`src/rtl/rfc_pkg.sv`:
```
// Package rfc_pkg
// Shared types for the serial response frame checker: the response codes
// carried in the low tag bits and the capture phases of the controller.
package rfc_pkg;

    typedef enum logic [1:0] {
        RSP_ACK  = 2'd0,
        RSP_BUSY = 2'd1,
        RSP_ERRA = 2'd2,
        RSP_ERRC = 2'd3
    } rsp_code_e;

    typedef enum logic [1:0] {
        PH_IDLE = 2'd0,
        PH_TAG  = 2'd1,
        PH_DATA = 2'd2,
        PH_CHK  = 2'd3
    } phase_e;

endpackage

```
`src/rtl/rfc_shift_cap.sv`:
```
// Module rfc_shift_cap
// Left-shifting capture register. A clear empties it; each shift moves in
// one serial bit at the LSB, so a partial fill stays right-justified.
// Assumes clear and shift are never needed together (clear wins).
module rfc_shift_cap #(
    parameter int W = 4
) (
    input  logic         clk,
    input  logic         rst_n,
    input  logic         clear,
    input  logic         shift,
    input  logic         bit_in,
    output logic [W-1:0] value_q
);

    // Capture register update: clear, then shift-in.
    always_ff @(posedge clk) begin
        if (!rst_n) begin
            value_q <= '0;
        end else if (clear) begin
            value_q <= '0;
        end else if (shift) begin
            value_q <= {value_q[W-2:0], bit_in};
        end
    end

endmodule

```
`src/rtl/rfc_crc_serial.sv`:
```
// Module rfc_crc_serial
// Bit-serial cyclic code register, MSB-first, no output inversion.
// init loads the state reached by feeding a single 1 into a zero register,
// which is POLY itself, so the frame's leading 1 costs no extra cycle.
// rem_next shows the value after this cycle's step (or the held value).
module rfc_crc_serial #(
    parameter int           W    = 4,
    parameter logic [W-1:0] POLY = 4'h7
) (
    input  logic         clk,
    input  logic         rst_n,
    input  logic         init,
    input  logic         step,
    input  logic         bit_in,
    output logic [W-1:0] rem_next
);

    localparam logic [W-1:0] SEED = POLY;

    logic [W-1:0] rem_q;
    logic         feedback;

    // One LFSR step on the incoming bit.
    always_comb begin
        feedback = rem_q[W-1] ^ bit_in;
        rem_next = rem_q;
        if (step) begin
            rem_next = {rem_q[W-2:0], 1'b0} ^ (feedback ? POLY : '0);
        end
    end

    // Remainder register: seed on init, advance on step.
    always_ff @(posedge clk) begin
        if (!rst_n) begin
            rem_q <= '0;
        end else if (init) begin
            rem_q <= SEED;
        end else begin
            rem_q <= rem_next;
        end
    end

endmodule

```
`src/rtl/rfc_ctrl.sv`:
```
// Module rfc_ctrl
// Frame sequencer. Walks tag -> optional data -> check field, counting
// accepted bits, and says which capture register takes each bit.
// Assumes DATA_W is a multiple of 4 and no smaller than TAG_W and CHK_W.
// start preempts any frame in progress; the start cycle's bit is not taken.
module rfc_ctrl
    import rfc_pkg::*;
#(
    parameter int DATA_W = 32,
    parameter int TAG_W  = 4,
    parameter int CHK_W  = 4
) (
    input  logic       clk,
    input  logic       rst_n,
    input  logic       start,
    input  logic [1:0] len_sel,
    input  logic       bit_en,
    input  logic [1:0] code_next,
    output logic       take,
    output logic       tag_shift,
    output logic       data_shift,
    output logic       chk_shift,
    output logic       finish
);

    localparam int CNT_W = $clog2(DATA_W + 1);

    phase_e           phase_q;
    logic [CNT_W-1:0] cnt_q;
    logic [CNT_W-1:0] len_q;

    // Map the request length code to a bit count.
    function automatic logic [CNT_W-1:0] len_bits(input logic [1:0] sel);
        logic [CNT_W-1:0] r;
        r = '0;
        if (sel != 2'd0) begin
            r = CNT_W'(DATA_W >> (3 - int'(sel)));
        end
        return r;
    endfunction

    // Per-cycle strobes for the datapath.
    always_comb begin
        take       = bit_en && !start && (phase_q != PH_IDLE);
        tag_shift  = take && (phase_q == PH_TAG);
        data_shift = take && (phase_q == PH_DATA);
        chk_shift  = take && (phase_q == PH_CHK);
        finish     = chk_shift && (cnt_q == '0);
    end

    // Phase and bit counter sequencing.
    always_ff @(posedge clk) begin
        if (!rst_n) begin
            phase_q <= PH_IDLE;
            cnt_q   <= '0;
            len_q   <= '0;
        end else if (start) begin
            phase_q <= PH_TAG;
            cnt_q   <= CNT_W'(TAG_W - 1);
            len_q   <= len_bits(len_sel);
        end else if (take) begin
            if (cnt_q != '0) begin
                cnt_q <= cnt_q - CNT_W'(1);
            end else begin
                unique case (phase_q)
                    PH_TAG: begin
                        if (code_next == RSP_ACK && len_q != '0) begin
                            phase_q <= PH_DATA;
                            cnt_q   <= len_q - CNT_W'(1);
                        end else begin
                            phase_q <= PH_CHK;
                            cnt_q   <= CNT_W'(CHK_W - 1);
                        end
                    end
                    PH_DATA: begin
                        phase_q <= PH_CHK;
                        cnt_q   <= CNT_W'(CHK_W - 1);
                    end
                    default: begin
                        phase_q <= PH_IDLE;
                    end
                endcase
            end
        end
    end

endmodule

```
`src/rtl/rfc_resp_check.sv`:
```
// Module rfc_resp_check
// Serial response frame checker top. Captures tag, optional data and check
// field, runs the serial cyclic code across the frame, and registers the
// classification with a one-cycle done. Outputs hold between done pulses.
// Assumes bits arrive MSB first, qualified by bit_en, after a start pulse.
module rfc_resp_check
    import rfc_pkg::*;
#(
    parameter int              DATA_W   = 32,
    parameter int              TAG_W    = 4,
    parameter int              CHK_W    = 4,
    parameter logic [CHK_W-1:0] CHK_POLY = 4'h7
) (
    input  logic              clk,
    input  logic              rst_n,
    input  logic              start,
    input  logic [1:0]        len_sel,
    input  logic              bit_en,
    input  logic              bit_in,
    output logic              done,
    output logic [1:0]        resp_code,
    output logic [DATA_W-1:0] rx_data,
    output logic              crc_ok,
    output logic              dev_absent
);

    logic              take;
    logic              tag_shift;
    logic              data_shift;
    logic              chk_shift;
    logic              finish;
    logic [TAG_W-1:0]  tag_q;
    logic [DATA_W-1:0] data_q;
    logic [CHK_W-1:0]  chk_q;
    logic [CHK_W-1:0]  rem_next;
    logic [CHK_W-1:0]  chk_full;
    logic [1:0]        code_next;
    logic              uniform;

    rfc_ctrl #(
        .DATA_W (DATA_W),
        .TAG_W  (TAG_W),
        .CHK_W  (CHK_W)
    ) u_ctrl (
        .clk        (clk),
        .rst_n      (rst_n),
        .start      (start),
        .len_sel    (len_sel),
        .bit_en     (bit_en),
        .code_next  (code_next),
        .take       (take),
        .tag_shift  (tag_shift),
        .data_shift (data_shift),
        .chk_shift  (chk_shift),
        .finish     (finish)
    );

    rfc_shift_cap #(.W(TAG_W)) u_tag (
        .clk (clk), .rst_n (rst_n), .clear (start),
        .shift (tag_shift), .bit_in (bit_in), .value_q (tag_q)
    );

    rfc_shift_cap #(.W(DATA_W)) u_data (
        .clk (clk), .rst_n (rst_n), .clear (start),
        .shift (data_shift), .bit_in (bit_in), .value_q (data_q)
    );

    rfc_shift_cap #(.W(CHK_W)) u_chk (
        .clk (clk), .rst_n (rst_n), .clear (start),
        .shift (chk_shift), .bit_in (bit_in), .value_q (chk_q)
    );

    rfc_crc_serial #(.W(CHK_W), .POLY(CHK_POLY)) u_crc (
        .clk      (clk),
        .rst_n    (rst_n),
        .init     (start),
        .step     (take),
        .bit_in   (bit_in),
        .rem_next (rem_next)
    );

    // Lookahead values including the bit accepted this cycle.
    always_comb begin
        code_next = {tag_q[0], bit_in};
        chk_full  = {chk_q[CHK_W-2:0], bit_in};
        uniform   = ((&tag_q) && (&chk_full)) || ((tag_q == '0) && (chk_full == '0));
    end

    // Result registers, loaded only when the final check bit lands.
    always_ff @(posedge clk) begin
        if (!rst_n) begin
            done       <= 1'b0;
            resp_code  <= 2'b00;
            rx_data    <= '0;
            crc_ok     <= 1'b0;
            dev_absent <= 1'b0;
        end else begin
            done <= finish;
            if (finish) begin
                resp_code  <= tag_q[1:0];
                rx_data    <= data_q;
                crc_ok     <= (rem_next == '0);
                dev_absent <= (rem_next != '0) && uniform;
            end
        end
    end

endmodule

```
`config.mk`:
```
export PLATFORM = sky130hd
export DESIGN_NAME = rfc_resp_check
export DESIGN_NICKNAME = d
export VERILOG_FILES = /design/src/rtl/rfc_pkg.sv /design/src/rtl/rfc_shift_cap.sv /design/src/rtl/rfc_crc_serial.sv /design/src/rtl/rfc_ctrl.sv /design/src/rtl/rfc_resp_check.sv
export SDC_FILE = /design/constraint.sdc
export NUM_CORES = 1
export LEC_CHECK = 0
export BUFFER_PORTS_ARGS = -buffer_cell sky130_fd_sc_hd__buf_2
export CAP_MARGIN = 5
export CORE_MARGIN = 1.5
export CORE_UTILIZATION = 35
export DETAILED_ROUTE_END_ITERATION = 6
export GPL_ROUTABILITY_DRIVEN = 0
export HOLD_SLACK_MARGIN = 0.08
export PLACE_DENSITY_LB_ADDON = 0.2
export SLEW_MARGIN = 20
export SYNTH_ARGS = -nofsm -noshare
export SYNTH_HDL_FRONTEND = slang
export SYNTH_SLANG_ARGS = --single-unit
```
`constraint.sdc`:
```
create_clock -name clk -period 2.7 [get_ports clk]
set_clock_uncertainty 0.15 [all_clocks]
set_input_delay 0.27 -clock clk [delete_from_list [all_inputs] [get_ports clk]]
set_output_delay 0.27 -clock clk [all_outputs]
set_load 0.005 [all_outputs]
```
Yosys cells after proc, flatten, opt, wreduce, memory -nomap -nowiden:

Cells that the tools add are included.

* memory bits (read-only): 0
* bits in latches: 0
* memory bits (writable): 0
* memories: 0
* output and inout bits: 37
* logic and storage cells: 73
* input port bits: 7
* register bits after elaboration: 94

* $lt $le $gt $ge: 0
* multipliers: 0
* add/subtract/negate cells: 3
* div/mod/pow operators: 0
* bitwise logic cells: 4
* equal/unequal tests: 4
* shifts and indexed selects: 1
* muxes and demuxes: 14
* reduce and logical (&&, ||, !) cells: 32

Operator list (number)
* $shr A6 B32 Y6 const A: 1
* $mux W6: 3
* $logic_not A4 Y1: 3
* $pmux W6 S2: 1
* $reduce_bool A6 Y1: 2
* $sub A6 B1 Y6 const B: 2
* $logic_and A1 B1 Y1: 10
* $reduce_and A2 Y1: 4
* $reduce_and A4 Y1: 2
* $reduce_bool A4 Y1: 2
* $logic_not A6 Y1: 1
* $mux W3: 2
* $reduce_bool A2 Y1: 3
* $eq A2 B2 Y1 const B: 2
* $mux W1: 4
* $mux W2: 2
* $mux W4: 1
* $pmux W2 S2: 1
* $xor A4 B4 Y4: 1
* $reduce_bool A3 Y1: 1
* $sub A2 B2 Y3 const A: 1
* $eq A2 B1 Y1 const B: 1
* $logic_not A2 Y1: 1
* $ne A2 B2 Y1 const B: 1
* 5 further kinds: 6

Longest topological paths before layout:

* depth after elaboration: 7
* depth in mapped cells: 9
* depth with buffers taken out: 6

By module:

Synthesis repeated with hierarchy kept, for this count alone.

* cells, all modules: 362
* area, all modules: 3896.2 µm²

By module, submodules not included
* rfc_resp_check: instances 1, cells an instance 125, seq. area each 740.7 µm², area each 1458.9 µm²
* rfc_shift_cap at u_data: instances 1, cells an instance 104, seq. area each 640.6 µm², area each 1173.6 µm²
* rfc_ctrl: instances 1, cells an instance 84, seq. area each 220.2 µm², area each 737.0 µm²
* rfc_shift_cap at u_chk ...: instances 2, cells an instance 14, seq. area each 80.1 µm², area each 146.4 µm²
* rfc_crc_serial: instances 1, cells an instance 21, seq. area each 80.1 µm², area each 234.0 µm²

Least setup slack after synthesis:

Ideal clock, no wire load.

* path kind: reg2reg
* start: register u_ctrl.cnt_q[0]
* end: register rx_data[0]
* required time: 2432 ps
* clock period less this slack: 2203 ps
* setup time: 118 ps
* arrival time: 1934 ps
* stages on the path, launching flop included: 10
* setup slack: 497 ps
* buffers on the path: 3
* cells stage by stage: dfxtp_1 -> inv_1 -> ha_1 -> or4b_4 -> buf_6 -> or3_1 -> buf_6 -> buf_6 -> nand2_2 -> a21boi_2

* word-level cells in the longest chain between the ends: 2

Ends and longest elaborated chain
* from (decl): line rfc_ctrl.sv:29 `logic [CNT_W-1:0] cnt_q;`
* from (signal assigned): line rfc_ctrl.sv:59 `cnt_q <= CNT_W'(TAG_W - 1);`
* from (signal assigned): line rfc_ctrl.sv:63 `cnt_q <= cnt_q - CNT_W'(1);`
* from (signal assigned): line rfc_ctrl.sv:69 `cnt_q <= len_q - CNT_W'(1);`
* $logic_not A6 Y1: line rfc_ctrl.sv:48 `finish = chk_shift && (cnt_q == '0);`
* $logic_and A1 B1 Y1: line rfc_ctrl.sv:48
* to (signal assigned): line rfc_resp_check.sv:101 `rx_data <= data_q;`
* to (decl): line rfc_resp_check.sv:22 `output logic [DATA_W-1:0] rx_data,`

Every way passes these cells.
A chain may end at the register's enable or synchronous reset.

Worst setup path after layout:

* start: register u_ctrl.cnt_q[0]
* end: register rx_data[27]

The elaborated chain is that of the path after synthesis.

==> results.cfg <==
[status]
run_status = finished, final reports clean

[critical_path]
cp-startpoint = u_ctrl.cnt_q[0]$_SDFFE_PN0P_
setup.worst_path.end_class = flip-flop
ff2ff_path_depth = 7
max_stage_delay_ps = 550
rr_startpoint = u_ctrl.cnt_q[0]$_SDFFE_PN0P_
required_ps = 2770
crit_fanout = 35
reg2reg_slack_ps = 330
cp_slowest_cell = or4b_4
cp-endpoint = rx_data[27]$_SDFFE_PN0P_
critical_path_arrival_ps = 2440
critPathKind = reg2reg
reg2reg_to = rx_data[27]$_SDFFE_PN0P_
start_kind = flip-flop
worstPathCellList = inv_1 -> ha_1 -> or4b_4 -> or3_2 -> buf_12 -> nand2_1 -> a21boi_0

[routing]
via_per_inst = 4.81
antenna_left = 0
wl_microns = 7670
drcViolationCount = 0
drt-initial-drc-count = 75
first_pass_iters = 5
post_drt_wl_per_cell_microns = 12.2
routed-via-count = 3013

[finish]
num_antenna_cells = 0
drive_gt1_share_pct = 26.3
finish.net_count = 496
layout_common_cells = nand2_1 (112), dfxtp_1 (91), buf_2 (43)
final_util_pct = 41.5
area_delta_synth_final_pct = 14.5
stdcell_count = 627
layout_commonest_cell = nand2_1

[clock_network]
cts_max_level = 3
postCtsResizedCells = 0
cts_setup_buffers = 0
cts_root_buf = clkbuf_16
cts_buffers = 9
cts.path.max_buffers = 2
clkTransAtPathRegs_ps = 60
clock_latency_ps = 340
holdBufCountCts = 0
clock_sinks = 91
cts_tree = yes

[grt]
grt_pass1_wl_microns = 13200
overflow = 0
antenna_found_initial = 0
grt_pass1_vias = 2825
gr-usage-all-layers_pct = 14.1
grt_max_degree = 47

[timing]
min_period_over_period_pct = 87.9
setup-tns-final_ps = 0
period_needed_ps = 2370
slew_headroom_pct = 66.9
finalSetupViolCount = 0
final_max_slew_viol_count = 0
hold_viol = 0
fmax_ghz = 0.421
grt_setup_unrepaired = false
tightest_slew_ps = 497
setup_ws_ps = 327

[worst_hold_path]
hp-class = in2reg

[placement]
place_ws_ps = 341
port_buffers = 43
dp_hpwl_microns = 4970
dp.cells = 611

[logic_synthesis]
synth_area_sq_um = 3960
synthCells = 449
syn_avg_cell_area_sq_um = 8.82
synth-seq-cells = 91
synth_flop_cell = dfxtp_1
synth_edf_count = 0
synth_cell_types = 54
synth_seq_area_share_pct = 46.0
async_flop_share_pct = 0
synth.net_count = 463
ys.warnings.count = 0

[power]
ir_worst_vdd_mv = 0.245
cellLeakagePower_nw = 1.58
power.density_nw_per_um2 = 591

[floorplan]
die_w_microns = 109
initial_core_util_pct = 36.2
die_area_sq_um = 12000
io_pins = 44
die_h_microns = 109
rows = 38
core-area_sq_um = 10900

[job]
max_cap_viol_count = 0
## synth_stat cells (6+ instances only)
cell      count  share of area (%)
buf_6         8                2.3
a21boi_0      6                1.1
nand2_1     112                 11
inv_1        11                1.0
nand2_2      29                4.6
a21boi_2     20                5.7
ha_1          7                2.2
clkbuf_1     21                2.0
nor2_1       14                1.3
a21boi_1     10                1.9
a21oi_1      40                5.1
dfxtp_1      91                 46
mux2i_1       9                2.3
## sequential cells by signal, indices dropped and copies added, names as in the netlist
signal	count
u_ctrl.cnt_q	6
resp_code	2
u_chk.value_q	3
crc_ok	1
dev_absent	1
u_tag.value_q	4
done	1
rx_data	32
u_data.value_q	32
u_ctrl.phase_q	2
u_crc.rem_q	4
u_ctrl.len_q	3
## metal layers
layer	wire length [microns]	track usage (%)	part of all wire, %	vias up
met3	290	3.91	3.8	9
met1	3690	17.4	48	1403
met2	3570	23.1	47	38
li1	-	-	-	1563
met4	114	5.57	1.5	0
met5	0	0	0	-
## final cells by class
cell class | count | area [sq um]
fill | 1122 | 6400
multi-input combinational | 316 | 1910
sequential | 91 | 1820
timing repair buffer | 53 | 303
clock buffer | 11 | 243
tap | 140 | 175
inverter | 11 | 41.3
clock inverter | 5 | 38.8
## metrics by stage
step / power [W] / instance area (sq um) / hold WS [ps]
floorplan: 0.00150 / 3960 / 287
global placement: 0.00153 / 4250 / 293
detailed placement: 0.00153 / 4250 / 297
CTS: 0.00272 / 4530 / 84.5
global route: 0.00280 / 4530 / 104
finish: 0.00268 / 4530 / 93.4
## logic make-up after synthesis
kind of cell / synth area share (%)
compound gates: 18.7
fa+ha+maj: 2.21
buf+inv: 5.75
simple gates: 23.7
xor+xnor: 1.11
flops: 46.0
mux: 2.56
## worst max-delay path: cells and delay by family, from the launching register on
family | cells | cell delay [ps]
DFF | 1 | 320
and+or+nand+nor | 3 | 1140
adders and majority gates | 1 | 220
buffers and inverters | 2 | 330
AOI/OAI and AO/OA | 1 | 80
## how the worst min path moves through the flow
| stage | from | endpoint | slack, ps | cells past startpoint |
|---|---|---|---|---|
| CTS | len_sel[1] | u_ctrl.len_q[5]$_SDFFE_PN0P_ | 80 | 3 |
| global route | len_sel[1] | u_ctrl.len_q[5]$_SDFFE_PN0P_ | 100 | 3 |
| detailed placement | rx_data[14]$_SDFFE_PN0P_ | rx_data[14]$_SDFFE_PN0P_ | 300 | 2 |
| finish | len_sel[1] | u_ctrl.len_q[5]$_SDFFE_PN0P_ | 90 | 3 |
| global placement | rx_data[19]$_SDFFE_PN0P_ | rx_data[19]$_SDFFE_PN0P_ | 290 | 2 |
| floorplan | u_data.value_q[31]$_SDFFE_PP0P_ | u_data.value_q[31]$_SDFFE_PP0P_ | 290 | 2 |
## report_power, final
| group | total, W | leakage [nW] | internal, W | switching [W] |
|---|---|---|---|---|
| Combinational | 0.000135 | 0.713 | 0.0000577 | 0.0000772 |
| Sequential | 0.00136 | 0.735 | 0.00135 | 0.00000983 |
| Clock | 0.00118 | 0.136 | 0.000653 | 0.000529 |
| Total | 0.00268 | 1.58 | 0.00206 | 0.000616 |
(Power assumes the default switching activity.)
